==> src/rtl/adcrd_pkg.sv <==
package adcrd_pkg;

  typedef enum logic [2:0] {
    ST_IDLE,
    ST_SETUP,
    ST_HIGH,
    ST_LOW,
    ST_GAP
  } rd_state_t;

  localparam int FRAME_W  = 19;
  localparam int DATA_W   = 16;
  localparam int SIGN_POS = 16;
  localparam int SEL_W    = 6;
  localparam int RISE_W   = 6;

  function automatic logic [RISE_W-1:0] rises_for(input logic [1:0] mode);
    case (mode)
      2'd0:    return RISE_W'(19);
      2'd1:    return RISE_W'(24);
      default: return RISE_W'(32);
    endcase
  endfunction

endpackage

==> src/rtl/adcrd_tick.sv <==
module adcrd_tick #(
  parameter int CNT_W = 16
) (
  input  logic             clk,
  input  logic             rst,
  input  logic             en,
  input  logic [CNT_W-1:0] limit,
  output logic             tick
);
  logic [CNT_W-1:0] cnt;
  logic [CNT_W-1:0] last;

  assign last = (limit == '0) ? '0 : limit - CNT_W'(1);
  assign tick = en && (cnt == last);

  always_ff @(posedge clk) begin
    if (rst || !en) cnt <= '0;
    else if (tick)  cnt <= '0;
    else            cnt <= cnt + CNT_W'(1);
  end
endmodule

==> src/rtl/adcrd_seq.sv <==
module adcrd_seq
  import adcrd_pkg::*;
#(
  parameter int CNT_W = 16
) (
  input  logic              clk,
  input  logic              rst,
  input  logic              run,
  input  logic [CNT_W-1:0]  half_lim,
  input  logic [CNT_W-1:0]  gap_lim,
  input  logic [RISE_W-1:0] nbits,
  input  logic              sdo,
  output logic              cs_n,
  output logic              sck,
  output logic              ld,
  output logic              rise,
  output logic              fall,
  output logic              clr,
  output logic              fin
);
  rd_state_t         st;
  logic [RISE_W-1:0] rises;
  logic              tick;
  logic              abort_p;
  logic              first_p;
  logic              more_p;

  adcrd_tick #(.CNT_W(CNT_W)) u_tick (
    .clk  (clk),
    .rst  (rst),
    .en   (st != ST_IDLE),
    .limit((st == ST_GAP) ? gap_lim : half_lim),
    .tick (tick)
  );

  assign ld      = (st == ST_IDLE) && run;
  assign abort_p = (st == ST_SETUP) && tick && sdo;
  assign first_p = (st == ST_SETUP) && tick && !sdo;
  assign more_p  = (st == ST_LOW) && tick && (rises != nbits);
  assign fin     = (st == ST_LOW) && tick && (rises == nbits);
  assign fall    = (st == ST_HIGH) && tick;
  assign rise    = first_p || more_p;
  assign clr     = abort_p || fin;

  always_ff @(posedge clk) begin
    if (rst) begin
      st    <= ST_IDLE;
      cs_n  <= 1'b1;
      sck   <= 1'b0;
      rises <= '0;
    end else begin
      case (st)
        ST_IDLE: if (run) begin
          st    <= ST_SETUP;
          cs_n  <= 1'b0;
          rises <= '0;
        end
        ST_SETUP: if (tick) begin
          if (sdo) begin
            st   <= ST_GAP;
            cs_n <= 1'b1;
          end else begin
            st    <= ST_HIGH;
            sck   <= 1'b1;
            rises <= RISE_W'(1);
          end
        end
        ST_HIGH: if (tick) begin
          st  <= ST_LOW;
          sck <= 1'b0;
        end
        ST_LOW: if (tick) begin
          if (rises == nbits) begin
            st   <= ST_GAP;
            cs_n <= 1'b1;
          end else begin
            st    <= ST_HIGH;
            sck   <= 1'b1;
            rises <= rises + RISE_W'(1);
          end
        end
        ST_GAP: if (tick) st <= ST_IDLE;
        default: st <= ST_IDLE;
      endcase
    end
  end

  AST_ABORT_NO_CLOCK: assert property (@(posedge clk) disable iff (rst)
    abort_p |=> (cs_n && !sck));
  AST_SCK_NEEDS_CS: assert property (@(posedge clk) disable iff (rst)
    sck |-> !cs_n);
  AST_SETUP_BEFORE_RISE: assert property (@(posedge clk) disable iff (rst)
    $rose(sck) |-> !$past(cs_n));
endmodule

==> src/rtl/adcrd_shift.sv <==
module adcrd_shift
  import adcrd_pkg::*;
(
  input  logic                clk,
  input  logic                rst,
  input  logic                ld,
  input  logic [SEL_W-1:0]    sel_in,
  input  logic                rise,
  input  logic                fall,
  input  logic                clr,
  input  logic                sdo,
  output logic                sdi,
  output logic [SEL_W-1:0]    sent,
  output logic [SIGN_POS:0]   res_bits,
  output logic                flag_bit
);
  localparam int CN_W = $clog2(FRAME_W + 1);

  logic [SEL_W-1:0]   sel_sh;
  logic [FRAME_W-1:0] cap;
  logic [CN_W-1:0]    cap_n;
  logic               cap_full;

  assign cap_full = (cap_n == CN_W'(FRAME_W));
  assign sdi      = sel_sh[SEL_W-1];
  assign res_bits = cap[SIGN_POS:0];
  assign flag_bit = cap[FRAME_W-1];

  always_ff @(posedge clk) begin
    if (rst) begin
      sel_sh <= '0;
      sent   <= '0;
    end else if (ld) begin
      sel_sh <= sel_in;
      sent   <= sel_in;
    end else if (clr) begin
      sel_sh <= '0;
    end else if (fall) begin
      sel_sh <= {sel_sh[SEL_W-2:0], 1'b0};
    end
  end

  always_ff @(posedge clk) begin
    if (rst) begin
      cap   <= '0;
      cap_n <= '0;
    end else if (ld) begin
      cap_n <= '0;
    end else if (rise && !cap_full) begin
      cap   <= {cap[FRAME_W-2:0], sdo};
      cap_n <= cap_n + CN_W'(1);
    end
  end

  AST_PAD_DISCARDED: assert property (@(posedge clk) disable iff (rst)
    (rise && cap_full && !ld) |=> $stable(cap));
endmodule

==> src/rtl/adc_mux_reader.sv <==
module adc_mux_reader
  import adcrd_pkg::*;
#(
  parameter int HALF_W = 8,
  parameter int GAP_W  = 16
) (
  input  logic                clk,
  input  logic                rst,
  input  logic                run,
  input  logic [HALF_W-1:0]   cfg_half,
  input  logic [GAP_W-1:0]    cfg_gap,
  input  logic [1:0]          cfg_frame,
  input  logic [SEL_W-1:0]    next_sel,
  output logic                adc_cs_n,
  output logic                adc_sck,
  output logic                adc_sdi,
  input  logic                adc_sdo,
  output logic                res_valid,
  output logic                res_sign,
  output logic [DATA_W-1:0]   res_data,
  output logic [DATA_W:0]     res_value,
  output logic [SEL_W-1:0]    res_chan,
  output logic                res_chan_unk
);
  localparam int CNT_W = (GAP_W > HALF_W) ? GAP_W : HALF_W;

  logic              ld, rise, fall, clr, fin;
  logic [SEL_W-1:0]  sent;
  logic [SIGN_POS:0] bits;
  logic              flag_bit;
  logic [SEL_W-1:0]  prev_word;
  logic              prev_ok;

  adcrd_seq #(.CNT_W(CNT_W)) u_seq (
    .clk     (clk),
    .rst     (rst),
    .run     (run),
    .half_lim(CNT_W'(cfg_half)),
    .gap_lim (CNT_W'(cfg_gap)),
    .nbits   (rises_for(cfg_frame)),
    .sdo     (adc_sdo),
    .cs_n    (adc_cs_n),
    .sck     (adc_sck),
    .ld      (ld),
    .rise    (rise),
    .fall    (fall),
    .clr     (clr),
    .fin     (fin)
  );

  adcrd_shift u_shift (
    .clk     (clk),
    .rst     (rst),
    .ld      (ld),
    .sel_in  (next_sel),
    .rise    (rise),
    .fall    (fall),
    .clr     (clr),
    .sdo     (adc_sdo),
    .sdi     (adc_sdi),
    .sent    (sent),
    .res_bits(bits),
    .flag_bit(flag_bit)
  );

  always_ff @(posedge clk) begin
    if (rst) begin
      res_valid    <= 1'b0;
      res_sign     <= 1'b0;
      res_data     <= '0;
      res_value    <= '0;
      res_chan     <= '0;
      res_chan_unk <= 1'b1;
      prev_word    <= '0;
      prev_ok      <= 1'b0;
    end else begin
      res_valid <= 1'b0;
      if (fin) begin
        res_valid    <= 1'b1;
        res_sign     <= bits[SIGN_POS];
        res_data     <= bits[DATA_W-1:0];
        res_value    <= {~bits[SIGN_POS], bits[DATA_W-1:0]};
        res_chan     <= prev_word;
        res_chan_unk <= !prev_ok;
        prev_word    <= sent;
        prev_ok      <= 1'b1;
      end
    end
  end

  AST_FRAME_NEEDS_READY: assert property (@(posedge clk) disable iff (rst)
    fin |-> !flag_bit);
  AST_SDI_STABLE_HIGH: assert property (@(posedge clk) disable iff (rst)
    (adc_sck && $past(adc_sck)) |-> $stable(adc_sdi));
  AST_VALID_ONE_CYCLE: assert property (@(posedge clk) disable iff (rst)
    res_valid |=> !res_valid);
  AST_VALID_AT_CS_RISE: assert property (@(posedge clk) disable iff (rst)
    res_valid |-> (adc_cs_n && !$past(adc_cs_n)));
endmodule

==> config.mk <==
export PLATFORM = sky130hd
export DESIGN_NAME = adc_mux_reader
export DESIGN_NICKNAME = d
export VERILOG_FILES = /design/src/rtl/adcrd_pkg.sv /design/src/rtl/adcrd_tick.sv /design/src/rtl/adcrd_seq.sv /design/src/rtl/adcrd_shift.sv /design/src/rtl/adc_mux_reader.sv
export SDC_FILE = /design/constraint.sdc
export NUM_CORES = 1
export LEC_CHECK = 0
export BUFFER_PORTS_ARGS = -buffer_cell sky130_fd_sc_hd__buf_4
export CAP_MARGIN = 10
export CORE_ASPECT_RATIO = 0.8
export CORE_MARGIN = 2
export CORE_UTILIZATION = 25
export CTS_BUF_LIST = sky130_fd_sc_hd__clkbuf_4 sky130_fd_sc_hd__clkbuf_8 sky130_fd_sc_hd__clkbuf_16
export CTS_CLUSTER_DIAMETER = 200
export CTS_CLUSTER_SIZE = 16
export DETAILED_ROUTE_END_ITERATION = 8
export GPL_TIMING_DRIVEN = 1
export PLACE_DENSITY_LB_ADDON = 0.15
export SLEW_MARGIN = 20
export SYNTH_ARGS = -nofsm -noshare
export SYNTH_HDL_FRONTEND = slang
export SYNTH_SLANG_ARGS = --single-unit
==> constraint.sdc <==
create_clock -name clk -period 6 [get_ports clk]
set_input_delay 0.6 -clock clk [delete_from_list [all_inputs] [get_ports clk]]
set_output_delay 0.6 -clock clk [all_outputs]
set_load 0.01 [all_outputs]
==> impl_metrics.json, run 1 <==
{
  "status": "completed",
  "place_hpwl_um": 11100,
  "drtAntennaViolNets": 0,
  "end_kind": "flop",
  "core_um2": 21700,
  "post_cts_buffers": 0,
  "cp.required_ns": 6.23,
  "p_per_area_nw_per_um2": 204,
  "overflow": 0,
  "routed_wl_um": 15100,
  "grt_max_degree": 86,
  "track_usage_pct": 12.9,
  "hold_buffers": 0,
  "syn_area_um2": 5540,
  "cts_tree": "yes",
  "clkLatencyLatePin_ns": 0.34,
  "hp-start": "prev_ok",
  "seq_area_frac_synth_pct": 34.0,
  "vias": 4923,
  "place.gp.congestion": 0.866,
  "rr_worst_depth": 13,
  "ys_dominant_reg_cell": "dfxtp_1",
  "initial_core_util_pct": 25.5,
  "drc": 0,
  "final_core_util_pct": 30.2,
  "rows": 48,
  "ys_types": 74,
  "die_h_um": 137,
  "io_pins": 81,
  "reg2reg_to": "u_seq.rises[1]",
  "drv_cap": 0,
  "finalHoldViolCount": 0,
  "r2r-start": "u_seq.st[2]",
  "syn_to_final_growth_pct": 18.1,
  "rsz0062_at_grt": "no",
  "maxSlewHeadroom_pct": 47.3,
  "antenna_found_initial": 0,
  "cts-root-buf": "clkbuf_16",
  "hp-class": "flop to flop",
  "synthArstFlopShare_pct": 0,
  "drive_gt1_share_pct": 17.8,
  "yosys_warnings": 0,
  "post_drt_via_cell_ratio": 4.97,
  "peakVddDrop_mv": 0.141,
  "wl_per_cell_um": 15.3,
  "grt_pass1_wl_um": 24300,
  "die_w_um": 170,
  "r2r_slack_ns": 0.76,
  "syn_nets": 689,
  "cts_inserted_buffers": 9,
  "die-area_um2": 23400,
  "htree_levels": 3,
  "n_antenna_cell": 0,
  "finClkSkew_ns": 0.00953,
  "avgSynthCellArea_um2": 8.55,
  "synth-edff-count": 0,
  "post-route-min-period_ns": 5.24,
  "first_iter_violations": 324,
  "post-route-period-util_pct": 87.4,
  "postSynthCellCount": 648,
  "crit_type": "flop to flop",
  "tns_ns": 0,
  "first_pass_iters": 4,
  "clkSlewWorstSetupHoldPaths_ns": 0.07,
  "leakage_nw": 2.61,
  "cp_max_fo": 23,
  "port_buffers": 80,
  "finalNetCount": 726,
  "maxSlewViolCount": 0,
  "hold-path-cell-count": 2,
  "ctsLongestPathBuffers": 2,
  "ctsResizeCount": 0,
  "clock.fmax_mhz": 191,
  "min_to": "prev_ok",
  "startpoint_type": "flop",
  "grt_pass1_vias": 4643,
  "synth-seq-cells": 94,
  "arrival_ns": 5.48,
  "setup_viol": 0,
  "worstMarginPinSlew_ns": 0.790,
  "cts.sinks": 94
}
==> per-stage QoR <==
stage / cells / worst slack, ns / power (mW) / area, um^2 / hold slack, ns
finish: 990 / 0.759 / 1.34 / 6540 / 0.455
global route: 990 / 0.336 / 1.39 / 6540 / 0.478
CTS: 990 / 0.850 / 1.36 / 6540 / 0.457
floorplan: 648 / 1.50 / 0.722 / 5540 / 0.432
global placement: 974 / 1.10 / 0.771 / 6240 / 0.445
detailed placement: 974 / 0.884 / 0.772 / 6240 / 0.448
==> flip-flops by register name (all words and copies together), names as in the netlist <==
register	cells
res_sign	1
u_seq.sck	1
prev_word	6
u_shift.sel_sh	6
prev_ok	1
res_valid	1
res_value	2
u_shift.sent	6
u_seq.u_tick.cnt	16
res_chan	6
u_seq.cs_n	1
u_seq.st	3
u_shift.cap	17
res_data	15
u_seq.rises	6
res_chan_unk	1
u_shift.cap_n	5
==> cell usage after synthesis (3+ instances only) <==
cell type / instances / share of area [%]
o31ai_1: 9 / 1.2
nor4_2: 3 / 0.68
nand3b_1: 4 / 0.54
nor3b_1: 7 / 0.95
a21boi_0: 3 / 0.41
nor4_1: 14 / 1.6
o211ai_1: 9 / 1.2
nand3_1: 15 / 1.4
nor4b_1: 4 / 0.63
nand2b_1: 58 / 6.6
a31oi_1: 5 / 0.56
buf_2: 11 / 0.99
o211a_1: 3 / 0.54
nor3_1: 14 / 1.3
nand2_1: 45 / 3.1
nand4_1: 15 / 1.7
a21oi_1: 26 / 2.3
buf_4: 20 / 2.7
nor4bb_1: 3 / 0.54
o21ai_0: 10 / 0.90
and2_1: 5 / 0.56
or4b_1: 4 / 0.72
mux2_2: 4 / 0.81
and3_1: 9 / 1.0
dfxtp_1: 94 / 34
mux2i_1: 55 / 9.9
xnor2_1: 14 / 2.2
nor2_1: 44 / 3.0
nor2b_1: 5 / 0.56
ha_1: 5 / 1.1
buf_1: 5 / 0.34
o22ai_1: 4 / 0.45
inv_1: 16 / 1.1
or3_1: 9 / 1.0
o21bai_1: 5 / 0.68
or2_2: 3 / 0.34
clkbuf_1: 22 / 1.5
xor2_1: 8 / 1.3
a211oi_1: 10 / 1.4
or4_1: 7 / 0.95
==> critical path, stage by stage (launching register included) <==
cell and delay, ns:
dfxtp_1 0.49, or3b_1 0.39, buf_4 0.22, a21oi_1 0.36, ha_1 0.35, nor3b_1 0.62, a21boi_0 0.19, nor3_1 0.30
a211oi_1 0.10, or4_4 0.46, a2111oi_4 0.45, nand3_2 0.44, o31ai_1 0.41, mux2_2 0.36
==> layout make-up <==
class                   instances  area (um^2)
clock inverters                 5         58.8
inverters                      16         60.1
flip-flops and latches         94         1880
clock buffers                  11          240
well taps                     300          375
multi-input cells             479         3280
repair buffers                 85          638
fillers                      2312        15100
==> worst max-delay path by stage <==
stage	start	to	slack (ns)	depth (start not counted)
global route	u_seq.st[2]	u_seq.u_tick.cnt[9]	0.34	13
CTS	u_seq.st[2]	u_shift.cap_n[4]	0.85	13
global placement	u_seq.st[0]	u_seq.rises[1]	1.10	13
finish	u_seq.st[2]	u_seq.rises[1]	0.76	13
detailed placement	u_seq.st[2]	u_seq.rises[1]	0.88	13
floorplan	u_seq.st[2]	u_seq.rises[1]	1.50	16
==> where the power goes <==
group / switching [mW] / internal [mW]
logic: 0.0721 / 0.0495
clock network: 0.243 / 0.333
registers: 0.00660 / 0.631
total: 0.322 / 1.01
==> cell families after synthesis <==
group | count (synthesis) | synth area share (%)
muxes | 59 | 10.8
buffers and inverters | 75 | 6.82
DFF | 94 | 34.0
adders and majority gates | 5 | 1.13
xor gates and xnor gates | 22 | 3.48
and+or+nand+nor | 279 | 29.0
AOI/OAI and AO/OA | 114 | 14.8
==> layer usage <==
layer	track usage (%)	vias to the layer above	share of wire [%]
met4	3.04	0	0.87
met3	2.78	11	3.6
met1	18.1	2403	51
li1	-	2415	-
met5	0	-	0
met2	20.2	94	45
==> layout by cell type (no fill, tap or decap), drive strengths merged, types with 5 or more instances in the layout <==
cell type	synthesis	final
dfxtp	94	94
buf	37	85
nand2b	58	58
mux2i	55	55
nand2	45	45
nor2	44	44
a21oi	26	26
inv	16	17
nand3	17	17
nor4	17	17
nand4	15	15
nor3	14	14
xnor2	14	14
o21ai	11	11
clkbuf	22	11
a211oi	10	10
o211ai	10	10
and3	9	9
or3	9	9
o31ai	9	9
or4	9	9
xor2	8	8
nor3b	8	8
a31oi	5	5
nor2b	5	5
o21bai	5	5
and2	5	5
ha	5	5
(Power assumes the default switching activity.)
==> run 2: changes to the inputs <==
- CORE_ASPECT_RATIO: 0.8 -> 2
==> run 2 against run 1 <==
Sequential power is essentially flat. Maximum frequency rose by 3.8%. Die area up 0.28%. Register-to-register slack better by 0.19 ns. Combinational power grew 5%. Core utilization fell by 0.50 points. Power decreased by 0.45%.
==> impl_metrics.json, run 2 (synthesis gave the netlist of run 1 again) <==
{
  "drc": 0,
  "r2r-start": "u_seq.st[2]",
  "status": "completed",
  "setup_viol": 0,
  "tns_ns": 0,
  "crit_family": "simple AND/OR/NAND/NOR gates",
  "finClkSkew_ns": 0.00516,
  "rsz0062_at_grt": "no",
  "clkSlewWorstSetupHoldPaths_ns": 0.07,
  "largest_register": "u_shift.cap",
  "die_w_um": 109,
  "post_drt_via_cell_ratio": 5.15,
  "crit_type": "flop to flop",
  "post-route-min-period_ns": 5.05,
  "grt_max_degree": 86,
  "reg2reg_to": "u_shift.cap_n[3]",
  "cp_max_fo": 23,
  "syn_to_final_growth_pct": 17.6,
  "met2WireLength_um": 9470,
  "cp.required_ns": 6.27,
  "critPathMaxStageDelay_ns": 0.65,
  "drive_gt1_share_pct": 17.9,
  "worstMarginPinSlew_ns": 0.909,
  "n_antenna_cell": 0,
  "drt-met1-wl_um": 6200,
  "overflow": 0,
  "final_core_util_pct": 29.7,
  "cts_inserted_buffers": 9,
  "cts.sinks": 94,
  "maxSlewHeadroom_pct": 39.0,
  "rr_worst_depth": 12,
  "hold_buffers": 0,
  "initial_core_util_pct": 25.2,
  "clkLatencyLatePin_ns": 0.35,
  "path_depth": 12,
  "fillCellCount": 2343,
  "io_pins": 81,
  "vias": 4982,
  "topRoutingLayerUsed": "met4",
  "track_usage_pct": 15.4,
  "end_kind": "flop",
  "largest_register_ffs": 17,
  "finalNetCount": 729,
  "cts-root-buf": "clkbuf_16",
  "first_iter_violations": 208,
  "cp-endpoint": "u_shift.cap_n[3]",
  "setup.worst_path.start": "u_seq.st[2]",
  "wl_met3_um": 561,
  "wl_per_cell_um": 18.3,
  "final_cell_mix": "dfxtp_1 (94), buf_4 (88), nand2b_1 (58)",
  "post_cts_buffers": 0,
  "startpoint_type": "flop",
  "slowest_stage": "or4_1",
  "final_common_cell": "dfxtp_1",
  "peakVddDrop_mv": 0.149,
  "die-area_um2": 23400,
  "cts_tree": "yes",
  "path_common_cell": "a21oi_1",
  "htree_levels": 3,
  "first_pass_iters": 4,
  "post-route-period-util_pct": 84.2,
  "p_per_area_nw_per_um2": 204,
  "place.gp.congestion": 0.936,
  "drv_cap": 0,
  "leakage_nw": 2.61,
  "rows": 77,
  "core_um2": 22000,
  "maxSlewViolCount": 0,
  "ctsLongestPathBuffers": 2,
  "die_h_um": 214,
  "grt_pass1_vias": 4977,
  "ctsResizeCount": 0,
  "arrival_ns": 5.32,
  "antenna_found_initial": 0,
  "port_buffers": 80,
  "largestRegisters": "u_shift.cap (17), u_seq.u_tick.cnt (16), res_data (15)",
  "finalHoldViolCount": 0,
  "grt_pass1_wl_um": 27600,
  "place_hpwl_um": 13900,
  "routed_wl_um": 17700,
  "clock.fmax_mhz": 198,
  "drtAntennaViolNets": 0,
  "hp-class": "flop to flop",
  "crit_buf_inv": 0,
  "path_cells": "or3b_1, a21oi_1, ha_1, nor4b_1, nand4_1, o21ai_1, nor4_1, or4_4, a2111oi_4, nand3_2, or4_1, a21oi_1",
  "r2r_slack_ns": 0.95
}
==> run 2: cell types whose count changed in the layout (fill, tap and decap cells not counted) <==
cell,change
buf_4,+3
clkbuf_4,-1
inv_6,-1
==> run 2: worst min-delay path by stage <==
stage	from	endpoint	slack (ns)	cells after the start
floorplan	prev_ok	prev_ok	0.43	2
global placement	prev_ok	prev_ok	0.44	2
detailed placement	u_shift.sent[3]	u_shift.sent[3]	0.45	2
CTS	u_shift.sent[3]	u_shift.sent[3]	0.46	2
global route	next_sel[5]	u_shift.sel_sh[5]	0.47	3
finish	u_shift.sent[4]	u_shift.sent[4]	0.46	2
==> run 2: routing by layer <==
layer  track usage [%]  vias up
li1                  -     2414
met1              14.9     2356
met2              27.9      158
met3              1.91       54
met4              12.9        0
met5                 0        -
==> run 2: layout make-up <==
| class | instances | area [um^2] | area share [%] |
|---|---|---|---|
| Multi-Input combinational cell | 479 | 3280 | 50.4 |
| Sequential cell | 94 | 1880 | 28.9 |
| Timing Repair Buffer | 88 | 661 | 10.1 |
| Tap cell | 276 | 345 | 5.30 |
| Clock buffer | 10 | 233 | 3.57 |
| Inverter | 16 | 60.1 | 0.922 |
| Clock inverter | 4 | 50.0 | 0.768 |
==> run 2: worst reg2reg max path, delay by kind of cell (launching register included) <==
| kind | cells | cell delay [ns] |
|---|---|---|
| adder cells (fa/ha/maj) | 1 | 0.29 |
| AO/OA/AOI/OAI | 4 | 1.50 |
| flip-flops | 1 | 0.53 |
| AND/OR/NAND/NOR | 7 | 2.66 |
==> run 2: where the power goes <==
group	internal (mW)	total, mW	leakage, nW	switching (mW)
registers	0.631	0.638	0.759	0.00671
logic	0.0503	0.128	1.72	0.0773
clock network	0.322	0.564	0.134	0.242
==> run 2: metrics by stage <==
stage	hold slack, ns	cells	power, mW	area, um^2	setup WS, ns
2_1_floorplan	0.432	648	0.722	5540	1.50
3_3_place_gp	0.440	953	0.779	6230	0.997
3_5_place_dp	0.448	953	0.780	6230	0.904
4_1_cts	0.457	967	1.35	6520	0.943
5_1_grt	0.468	967	1.39	6520	0.509
6_report	0.457	967	1.33	6520	0.949
